$ cat config.mk
export PLATFORM = sky130hd
export DESIGN_NAME = polar_encoder
export DESIGN_NICKNAME = d
export VERILOG_FILES = /design/src/rtl/polar_pkg.sv /design/src/rtl/polar_insert.sv /design/src/rtl/polar_stage.sv /design/src/rtl/polar_encoder.sv
export SDC_FILE = /design/constraint.sdc
export NUM_CORES = 1
export LEC_CHECK = 0
export ABC_AREA = 1
export BUFFER_PORTS_ARGS = -buffer_cell sky130_fd_sc_hd__buf_4
export CORE_ASPECT_RATIO = 0.8
export CORE_MARGIN = 1.5
export CORE_UTILIZATION = 35
export DETAILED_ROUTE_END_ITERATION = 16
export SLEW_MARGIN = 0
export SYNTH_ARGS = -nofsm -noshare
export SYNTH_HDL_FRONTEND = slang
export SYNTH_SLANG_ARGS = --single-unit
$ cat constraint.sdc
create_clock -name clk -period 9.1 [get_ports clk]
set_clock_uncertainty 0.05 [all_clocks]
set_input_delay 0.91 -clock clk [delete_from_list [all_inputs] [get_ports clk]]
set_output_delay 0.91 -clock clk [all_outputs]
set_load 0.01 [all_outputs]
$ cat src/rtl/polar_pkg.sv
package polar_pkg;

    // Reverse the low 'width' bits of idx.
    function automatic int bit_rev(input int idx, input int width);
        int r;
        r = 0;
        for (int b = 0; b < width; b++) begin
            r = (r << 1) | ((idx >> b) & 1);
        end
        return r;
    endfunction

    // True when butterfly stage 'stage' uses index i as the upper leg of a pair.
    function automatic bit is_upper_leg(input int idx, input int stage);
        return ((idx >> stage) & 1) == 0;
    endfunction

endpackage

$ cat src/rtl/polar_insert.sv
module polar_insert #(
    parameter int LOG2N = 4,
    parameter int K     = 8
) (
    input  logic [K-1:0]            msg_i,
    input  logic [(1<<LOG2N)-1:0]   frozen_mask_i,
    output logic [(1<<LOG2N)-1:0]   v_o
);
    localparam int N = 1 << LOG2N;

    logic [N-1:0]     msg_pad;
    logic [N-1:0]     u_vec;
    logic [LOG2N-1:0] rank;

    always_comb begin
        msg_pad        = '0;
        msg_pad[K-1:0] = msg_i;
    end

    // Fill information indices in ascending order; frozen indices stay zero.
    always_comb begin
        u_vec = '0;
        rank  = '0;
        for (int i = 0; i < N; i++) begin
            if (!frozen_mask_i[i]) begin
                u_vec[i] = msg_pad[rank];
                rank     = rank + 1'b1;
            end
        end
    end

    // Bit-reversal permutation is pure wiring.
    for (genvar j = 0; j < N; j++) begin : g_rev
        localparam int SRC = polar_pkg::bit_rev(j, LOG2N);
        assign v_o[j] = u_vec[SRC];
    end

endmodule

$ cat src/rtl/polar_stage.sv
module polar_stage #(
    parameter int LOG2N = 4,
    parameter int STAGE = 0
) (
    input  logic                    clk,
    input  logic                    rst,
    input  logic                    vld_i,
    input  logic [(1<<LOG2N)-1:0]   d_i,
    output logic                    vld_o,
    output logic [(1<<LOG2N)-1:0]   q_o
);
    localparam int N    = 1 << LOG2N;
    localparam int SPAN = 1 << STAGE;

    logic [N-1:0] mix;

    for (genvar i = 0; i < N; i++) begin : g_bf
        if (polar_pkg::is_upper_leg(i, STAGE)) begin : g_xor
            assign mix[i] = d_i[i] ^ d_i[i+SPAN];
        end else begin : g_pass
            assign mix[i] = d_i[i];
        end
    end

    always_ff @(posedge clk) begin
        if (rst) begin
            vld_o <= 1'b0;
            q_o   <= '0;
        end else begin
            vld_o <= vld_i;
            q_o   <= mix;
        end
    end

endmodule

$ cat src/rtl/polar_encoder.sv
module polar_encoder #(
    parameter int LOG2N = 4,
    parameter int K     = 8
) (
    input  logic                    clk,
    input  logic                    rst,
    input  logic                    msg_valid_i,
    input  logic [K-1:0]            msg_i,
    input  logic [(1<<LOG2N)-1:0]   frozen_mask_i,
    output logic                    cw_valid_o,
    output logic [(1<<LOG2N)-1:0]   cw_o
);
    localparam int N = 1 << LOG2N;

    logic [N-1:0] data_c [LOG2N+1];
    logic [LOG2N:0] vld_c;

    polar_insert #(.LOG2N(LOG2N), .K(K)) u_insert (
        .msg_i         (msg_i),
        .frozen_mask_i (frozen_mask_i),
        .v_o           (data_c[0])
    );

    assign vld_c[0] = msg_valid_i;

    for (genvar s = 0; s < LOG2N; s++) begin : g_stage
        polar_stage #(.LOG2N(LOG2N), .STAGE(s)) u_stage (
            .clk   (clk),
            .rst   (rst),
            .vld_i (vld_c[s]),
            .d_i   (data_c[s]),
            .vld_o (vld_c[s+1]),
            .q_o   (data_c[s+1])
        );
    end

    assign cw_valid_o = vld_c[LOG2N];
    assign cw_o       = data_c[LOG2N];

endmodule

==> qor.yml, run 1 <==
cap_viol_max_count: 0
crit_type: "in2reg"
pwr-share-clk: 0.266
synthDistinctLibCells: 35
ys_ff_latch: 68
synth.top_cell.area_share: 0.2977
timing.slew.headroom: 0.5913
synth_top_area_cell: "dfxtp_1"
fin_setup_tns_ns: 0
clock_latency_ns: 0.31
synthToLayoutAreaGrowth_pct: 16.17
yosysWarnings: 0
hold_path_class: "reg2reg"
drive_above_1_share: 0.1790
fp.dieW_um: 130.8
grt_start_max_net_pins: 64
clk_pin_slew_ns: 0.05
grt_pass1_wl_mm: 18.13
ir_worst_vdd_uv: 86.65
seqPwrFrac: 0.322
hold_start: "g_stage[2].u_stage.vld_o"
rows: 37
finalSetupViolCount: 0
post-route-util: 0.4143
p_sw_w: 0.0004271
internal_power_w: 0.0007408
ff2ff_setup_slack_ns: 8.36
critPathLaunch: "frozen_mask_i[0]"
drtPass1Iterations: 6
ys_seq_area_frac: 0.2977
crit_required_ns: 9.30
synth.avg_cell_area_um2: 6.715
regToRegEndpoint: "g_stage[2].u_stage.q_o[1]"
min_to: "g_stage[3].u_stage.vld_o"
antenna_found_initial: 0
cts_inserted_buffers: 9
wire_per_inst_um: 12.39
p_leak_nw: 2.553
drtAntennaViolNets: 0
r2r_start: "g_stage[1].u_stage.q_o[5]"
core_area_mm2: 0.01282
critical_path_buf_inv_count: 8
grt_overflow: 0
hold_violations: 0
cts_sinks: 68
port_buffers: 43
power_density_mw_per_mm2: 219.8
htree_levels: 3
synth_area_leaders: "dfxtp_1, nand2_1, inv_1"
critPathMaxFanout: 5
root_buffer: "clkbuf_16"
nNetsFinal: 753
grt_pass1_vias: 3903
gp_congestion: 0.8569
outcome: "finished clean"
dieArea_mm2: 0.01377
power_switching_share: 0.3657
antenna-diode-count: 0
initial_core_util: 0.3566
synth_cells: 681
cpMostUsedCell: "ha_1"
combinationalPowerShare: 0.412
cpPeakStageDelay_ns: 0.33
cts_tree: "yes"
hold_buffers: 0
final.min_clock_period_ns: 8.636
grt_use_total: 0.1653
drc: 0
synth-edff-count: 0
synthArstFlopShare: 0
fin_crit_sh: 0.9490
dpl.hpwl_mm: 8.482
worst_pin_slew_ns: 0.6103
drtIter0Drc: 353
cts_buffer_depth: 2
postSynth.topFlopCell: "dfxtp_1"
min_path_cells: 2
syn_area_mm2: 0.004573
drv_slew: 0
fp.dieH_um: 105.2
wirelength_mm: 11.03
reg2reg_depth: 2
critPathArrivalTime_ns: 8.83
start_kind: "primary input"
fmax_ghz: 0.1158
cp-end-kind: "flip-flop"
cpLargestDelayFamily: "simple AND/OR/NAND/NOR gates"
cp_slowest_cell: "or2_2"
num_io_pins: 44
cp.depth: 52
post_cts_buffers: 0
vias_per_cell: 4.836
vias: 4304
syn_nets: 722
[worst min-delay path, delay by kind of cell, from the launching register on]
| family | cells | cell delay (ns) |
|---|---|---|
| buffers and inverters | 1 | 0.04 |
| and+or+nand+nor | 1 | 0.03 |
| DFF | 1 | 0.29 |
[placed cells by master, fill, tap and decap left out, drive strengths merged]
| master | Yosys | layout |
|---|---|---|
| nor4 | 1 | 1 |
| and2 | 1 | 1 |
| o21bai | 2 | 2 |
| o311a | 1 | 1 |
| clkbuf | 10 | 13 |
| o31ai | 2 | 2 |
| o211ai | 8 | 8 |
| a311oi | 1 | 1 |
| nand3b | 4 | 4 |
| nand2 | 149 | 149 |
| xnor2 | 26 | 26 |
| ha | 14 | 14 |
| nand3 | 59 | 59 |
| nor2 | 98 | 98 |
| o221ai | 2 | 2 |
| o311ai | 2 | 2 |
| nor3 | 1 | 1 |
| or2 | 5 | 5 |
| o2111ai | 2 | 2 |
| dfxtp | 68 | 68 |
| buf | 21 | 51 |
| inv | 102 | 102 |
| a21oi | 40 | 40 |
| o21ai | 54 | 54 |
| clkinvlp | 0 | 1 |
| a211oi | 1 | 1 |
| nand4 | 7 | 7 |
[state kept, by name, indices dropped and copies added (netlist names)]
register and cells:
g_stage.u_stage.vld_o 4, g_stage.u_stage.q_o 64
[power groups by stage]
stage	clock network [W]	registers (W)	logic, W
2_1_floorplan	0	0.000377	0.000362
3_5_place_dp	0	0.000382	0.000468
5_1_grt	0.000332	0.000381	0.000550
3_3_place_gp	0	0.000381	0.000456
6_report	0.000311	0.000376	0.000481
4_1_cts	0.000319	0.000377	0.000470
[cells in the mapped netlist, types with 2 or more instances]
cell,n
nand2_1,120
buf_4,18
or2_2,5
o2111ai_1,2
nand3b_1,4
inv_2,3
dfxtp_1,68
o21ai_1,2
xnor2_1,26
nand3_4,2
nor2_1,97
o21ai_0,52
clkbuf_1,10
o21bai_1,2
ha_1,14
buf_2,3
nand2_4,17
o211ai_1,8
o31ai_1,2
nand2_2,11
a21oi_1,40
nand3_1,46
inv_1,99
nand4_1,7
o311ai_0,2
nand3_2,11
o221ai_1,2
[metal layers]
metal	GRT usage	vias up	part of all wire
met1	0.2333	1920	0.48
met2	0.2605	145	0.44
li1	-	2225	-
met3	0.02944	14	0.067
met4	0.04003	0	0.011
met5	0	-	0
[cells by family after synthesis]
group                      Yosys count  synth area share
xor gates and xnor gates            26           0.04980
DFF                                 68            0.2977
and+or+nand+nor                    325            0.3497
AOI/OAI and AO/OA                  115            0.1398
buffers and inverters              133            0.1248
adders and majority gates           14           0.03830
[how the worst max path moves through the flow]
stage,endpoint
after floorplan,g_stage[0].u_stage.q_o[14]
after global placement,g_stage[0].u_stage.q_o[14]
after detailed placement,g_stage[0].u_stage.q_o[14]
after CTS,g_stage[0].u_stage.q_o[14]
after global routing,g_stage[0].u_stage.q_o[14]
final,g_stage[0].u_stage.q_o[14]
[repair_timing]
action | in CTS | in global routing
endpoints found under the setup margin | 0 | 2
endpoints found under the hold margin | 0 | 0
gates resized for setup | 0 | 15
[through the flow]
step	worst slack [ns]	hold slack (ns)	cell area [um^2]	instances	total power, W
after floorplan	0.08593	0.3383	4577	681	0.0007394
after global placement	0.1006	0.3413	4991	876	0.0008372
after detailed placement	-0.1132	0.3483	4991	876	0.0008501
after CTS	0.1678	0.3555	5269	890	0.001165
after global routing	-0.006222	0.3776	5313	890	0.001263
final	0.4645	0.3521	5313	890	0.001168
[layout make-up]
type | instances | area, um^2
clock inverters | 1 | 7.507
repair buffers | 51 | 382.9
well taps | 175 | 219.0
inverters | 102 | 382.9
clock buffers | 13 | 270.3
fillers | 1327 | 7511
multi-input cells | 480 | 2689
flip-flops and latches | 68 | 1361
(Power assumes the default switching activity.)
==> run 2, diff against run 1 <==
--- a/config.mk
+++ b/config.mk
@@ -9,8 +9,10 @@
 export BUFFER_PORTS_ARGS = -buffer_cell sky130_fd_sc_hd__buf_4
 export CORE_ASPECT_RATIO = 0.8
 export CORE_MARGIN = 1.5
-export CORE_UTILIZATION = 35
+export CORE_UTILIZATION = 54
 export DETAILED_ROUTE_END_ITERATION = 16
+export GPL_ROUTABILITY_DRIVEN = 0
+export PLACE_DENSITY = 0.77
 export SLEW_MARGIN = 0
 export SYNTH_ARGS = -nofsm -noshare
 export SYNTH_HDL_FRONTEND = slang
==> qor.yml, run 2 (synthesized netlist as in run 1, its figures left out) <==
vias: 4381
fmax_ghz: 0.1164
finalSetupViolCount: 0
power_w: 0.001063
hold_start: "g_stage[1].u_stage.vld_o"
port_buffers: 43
hold_path_class: "reg2reg"
outcome: "finished clean"
grt_start_max_net_pins: 64
seqPwrFrac: 0.354
power_density_mw_per_mm2: 208.0
dp_slack_ns: -0.1278
p_leak_nw: 2.509
cpPeakStageDelay_ns: 0.33
regMostFlops: "g_stage.u_stage.q_o"
cp_slowest_cell: "or2_2"
cts_tree: "yes"
cts_buffer_depth: 2
critPathLaunch: "frozen_mask_i[1]"
r2r_start: "g_stage[0].u_stage.q_o[6]"
grt_pass1_vias: 3985
grt_pass1_wl_mm: 17.85
cap_viol_max_count: 0
root_buffer: "clkbuf_8"
mostFrequentLayoutCells: "nand2_1, inv_1, nor2_1, dfxtp_1, buf_4"
final.min_clock_period_ns: 8.588
htree_levels: 3
fp.dieH_um: 85.31
final_common_cell: "nand2_1"
drv_slew: 0
drive_above_1_share: 0.1788
fin_crit_sh: 0.9438
crit_required_ns: 9.32
critPathMaxFanout: 9
drtIter0Drc: 367
vias_per_cell: 5.317
reg2reg_depth: 2
hold_buffers: 0
combinationalPowerShare: 0.457
largest_register_ffs: 64
rows: 29
start_kind: "primary input"
power_switching_share: 0.3961
antenna-diode-count: 0
drtAntennaViolNets: 0
internal_power_w: 0.0006420
pwr-share-clk: 0.188
worst_slack_ns: 0.5118
grt_overflow: 0
crit_path_end: "g_stage[0].u_stage.q_o[14]"
clk_pin_slew_ns: 0.06
core_area_mm2: 0.008055
cts_inserted_buffers: 9
drtPass1Iterations: 7
crit_type: "in2reg"
antenna_found_initial: 0
initial_core_util: 0.5677
cp-end-kind: "flip-flop"
synthToLayoutAreaGrowth_pct: 11.76
p_sw_w: 0.0004210
regToRegEndpoint: "g_stage[1].u_stage.q_o[4]"
hold_violations: 0
dpl.hpwl_mm: 8.158
worst_pin_slew_ns: 0.6857
critPathArrivalTime_ns: 8.81
cpMostUsedCell: "nand2_1"
wire_per_inst_um: 13.21
grt_use_total: 0.2468
nNetsFinal: 754
drc: 0
num_io_pins: 44
reg_top3: "g_stage.u_stage.q_o (64), g_stage.u_stage.vld_o (4)"
cts_sinks: 68
post-route-util: 0.6345
ir_worst_vdd_uv: 122.5
fp.dieW_um: 105.9
timing.slew.headroom: 0.5387
dieArea_mm2: 0.009033
wirelength_mm: 10.88
clock_latency_ns: 0.33
ff2ff_setup_slack_ns: 8.35
run 2: power by group through the flow:
stage                     clock [W]  combinational, W  sequential (W)
after floorplan                   0          0.000362        0.000377
after global placement            0          0.000446        0.000381
after detailed placement          0          0.000462        0.000383
after CTS                  0.000206          0.000465        0.000377
after global routing       0.000221          0.000547        0.000383
final                      0.000200          0.000486        0.000377
run 2: cell type report:
type / count / area [um^2]
Tap cell: 108 / 135.1
Multi-Input combinational cell: 480 / 2685
Clock buffer: 11 / 141.4
Inverter: 102 / 382.9
Clock inverter: 3 / 15.01
Fill cell: 738 / 2944
Timing Repair Buffer: 52 / 390.4
Sequential cell: 68 / 1361
run 2: per-layer routing:
metal  up-vias  wire length, um  GRT usage
li1       2228                -          -
met1      1944             4848     0.3245
met2       191             4912     0.4044
met3        18              988    0.06989
met4         0              134    0.05528
met5         -                0          0
run 2: worst min path at each step:
stage                                    end  slack (ns)  cells past startpoint
floorplan           g_stage[1].u_stage.vld_o        0.34                      2
global placement    g_stage[3].u_stage.vld_o        0.34                      2
detailed placement  g_stage[2].u_stage.vld_o        0.34                      2
CTS                 g_stage[2].u_stage.vld_o        0.35                      2
global route        g_stage[2].u_stage.vld_o        0.37                      2
finish              g_stage[2].u_stage.vld_o        0.35                      2
run 2: worst max-delay path, delay by kind of cell:
family	cells	cell delay [ns]
fa+ha+maj	13	3.59
simple gates	29	3.51
compound gates	2	0.15
buf+inv	9	0.59
run 2: what timing repair did:
action                                 in CTS  in global routing
setup buffers                               0                  2
resized for setup                           0                 13
endpoints found under the hold margin       0                  0
setup endpoints to repair                   0                  3
run 2: through the flow:
step	cells	setup TNS [ns]	hold WS [ns]	area, um^2
global route	824	-0.02096	0.3711	5111
detailed placement	808	-0.1564	0.3424	4900
finish	824	0	0.3508	5111
floorplan	681	0	0.3383	4577
CTS	822	0	0.3517	5056
global placement	808	0	0.3402	4900
==> run 3, diff against run 2 <==
--- a/config.mk
+++ b/config.mk
@@ -9,11 +9,11 @@
 export BUFFER_PORTS_ARGS = -buffer_cell sky130_fd_sc_hd__buf_4
 export CORE_ASPECT_RATIO = 0.8
 export CORE_MARGIN = 1.5
-export CORE_UTILIZATION = 54
+export CORE_UTILIZATION = 36
 export DETAILED_ROUTE_END_ITERATION = 16
 export GPL_ROUTABILITY_DRIVEN = 0
-export PLACE_DENSITY = 0.77
 export SLEW_MARGIN = 0
 export SYNTH_ARGS = -nofsm -noshare
 export SYNTH_HDL_FRONTEND = slang
+export SYNTH_HIERARCHICAL = 1
 export SYNTH_SLANG_ARGS = --single-unit
==> qor.yml, run 3 <==
min_path_cells: 2
crit_type: "in2reg"
rsz0062_at_grt: "false"
outcome: "finished clean"
finalSetupViolCount: 0
antenna-diode-count: 0
rows: 37
worst_slack_ns: 0.4320
p_leak_nw: 2.795
largest_register_ffs: 64
core_area_mm2: 0.01282
grt_pass1_wl_mm: 19.03
grt_start_max_net_pins: 41
placed_cell_area_mm2: 0.005336
postSynth.topFlopCell: "dfxtp_1"
initial_core_util: 0.3670
start_kind: "primary input"
vias_per_cell: 4.714
cp-end-kind: "flip-flop"
mostFrequentLayoutCells: "nand2_1, inv_1, nor2_1, dfxtp_1, buf_4"
ys_seq_area_frac: 0.2893
hold_path_class: "reg2reg"
cp_slowest_cell: "or2_2"
final.min_clock_period_ns: 8.668
drtPass1Iterations: 5
synth.avg_cell_area_um2: 6.482
yosys.area_share.simple: 0.4135
cpLargestDelayFamily: "adder cells"
crit_required_ns: 9.27
synth_cells: 726
r2r_start: "g_stage[0].u_stage/q_o[7]"
wirelength_mm: 11.30
clk_pin_slew_ns: 0.05
drive_above_1_share: 0.2299
synthAdderAreaFrac: 0.03722
fp.dieW_um: 130.8
htree_levels: 3
synth_xor_area_frac: 0.001861
cts_tree: "yes"
cts_inserted_buffers: 9
synth_top_family_by_area: "simple AND/OR/NAND/NOR gates"
synth_top_area_cell: "dfxtp_1"
regToRegEndpoint: "g_stage[1].u_stage/q_o[5]"
drv_slew: 0
syn_area_mm2: 0.004706
fp.dieH_um: 105.3
wire_per_inst_um: 11.64
worst_pin_slew_ns: 1.203
finalInstanceArea_mm2: 0.005690
synth_area_leaders: "dfxtp_1, nand2_1, inv_1"
cts_buffer_depth: 2
synth-edff-count: 0
vias: 4577
grt_use_total: 0.1737
synthArstFlopShare: 0
synthDistinctLibCells: 35
hold_start: "g_stage[1].u_stage/vld_o"
synthToLayoutAreaGrowth_pct: 20.93
synth_commonest_cells: "nand2_1, inv_1, nor2_1"
num_io_pins: 44
drc: 0
nNetsFinal: 832
hold_violations: 0
dieArea_mm2: 0.01377
grt_overflow: 0
synth_compound_area_frac: 0.1473
synth.most_common_cell: "nand2_1"
drtAntennaViolNets: 0
root_buffer: "clkbuf_16"
port_buffers: 43
dpl.hpwl_mm: 8.760
reg_top3: "g_stage.u_stage/q_o (64), g_stage.u_stage/vld_o (4)"
whs_ns: 0.3530
dp_slack_ns: -0.09440
yosysWarnings: 6
fmax_ghz: 0.1154
power_density_mw_per_mm2: 217.7
ff2ff_setup_slack_ns: 8.41
regMostFlops: "g_stage.u_stage/q_o"
critPathArrivalTime_ns: 8.84
ir_worst_vdd_uv: 104.5
ys_ff_latch: 68
grt_pass1_vias: 4096
cap_viol_max_count: 0
dpl.cell_count: 954
fin_setup_tns_ns: 0
critical_path_buf_inv_count: 9
critPathMaxFanout: 5
synthMuxAreaShare: 0
fin_crit_sh: 0.9525
antenna_found_initial: 0
reg2reg_depth: 3
min_to: "g_stage[2].u_stage/vld_o"
cts_sinks: 68
cpPeakStageDelay_ns: 0.31
synth.top_cell.area_share: 0.2893
final_common_cell: "nand2_1"
fin_cells: 971
drtIter0Drc: 321
syn_nets: 767
timing.slew.headroom: 0.1776
clock_latency_ns: 0.32
-- run 3: cell types whose count changed in the layout (fill, tap and decap cells not counted), moves of 7 or more --
cell / change
a21oi_1: +14
buf_4: +10
clkbuf_16: +9
clkbuf_8: -8
nand2_1: +64
nand3_1: -9
nand4_1: -7
nor2_1: -9
nor2_2: +32
xnor2_1: -25
-- run 3: timing repair --
item | in CTS | in global routing
hold buffers | 0 | 0
resized for setup | 0 | 13
endpoints found under the setup margin | 0 | 3
buffers inserted | 0 | 1
-- run 3: metal layers --
layer	wire, um	part of all wire	up-vias	GRT usage
li1	-	-	2439	-
met1	5950	0.53	2027	0.2549
met2	4647	0.41	98	0.2560
met3	531	0.047	13	0.03401
met4	175	0.015	0	0.04945
met5	0	0	-	0
-- run 3: per-stage QoR --
step / power (W) / util
6_report: 0.001239 / 0.4438
5_1_grt: 0.001339 / 0.4438
4_1_cts: 0.001232 / 0.4404
3_5_place_dp: 0.0008799 / 0.4161
3_3_place_gp: 0.0008777 / 0.4161
2_1_floorplan: 0.0007398 / -
-- run 3: logic make-up (layout without fill, tap and decap cells) --
family	Yosys count	after routing
xor gates and xnor gates	1	1
AOI/OAI and AO/OA	124	124
adders and majority gates	14	14
DFF	68	68
buffers and inverters	123	193
and+or+nand+nor	396	396
-- run 3: area by class of cell --
cell class / instances / area, um^2
clock buffer: 11 / 252.7
clock inverter: 5 / 58.81
fill: 1324 / 7133
inverter: 115 / 451.7
multi-input combinational: 535 / 2882
sequential: 68 / 1361
tap: 175 / 219.0
timing repair buffer: 62 / 465.4
-- run 3: worst max path at each step --
stage	end	startpoint	depth (start not counted)
after CTS	g_stage[0].u_stage/q_o[14]	frozen_mask_i[0]	54
after floorplan	g_stage[0].u_stage/q_o[14]	frozen_mask_i[1]	53
final	g_stage[0].u_stage/q_o[14]	frozen_mask_i[0]	54
after detailed placement	g_stage[0].u_stage/q_o[14]	frozen_mask_i[0]	54
after global routing	g_stage[0].u_stage/q_o[14]	frozen_mask_i[0]	54
after global placement	g_stage[0].u_stage/q_o[14]	frozen_mask_i[0]	54
-- run 3: worst reg2reg max path, delay by kind of cell (launching register included) --
family                 cells  cell delay (ns)
and+or+nand+nor            2             0.10
buffers and inverters      1             0.06
DFF                        1             0.37
-- run 3: where the power goes --
part / internal (W) / leakage [nW] / switching [W]
sequential: 0.000347 / 0.556 / 0.0000259
combinational: 0.000201 / 2.09 / 0.000317
clock: 0.000227 / 0.148 / 0.000121
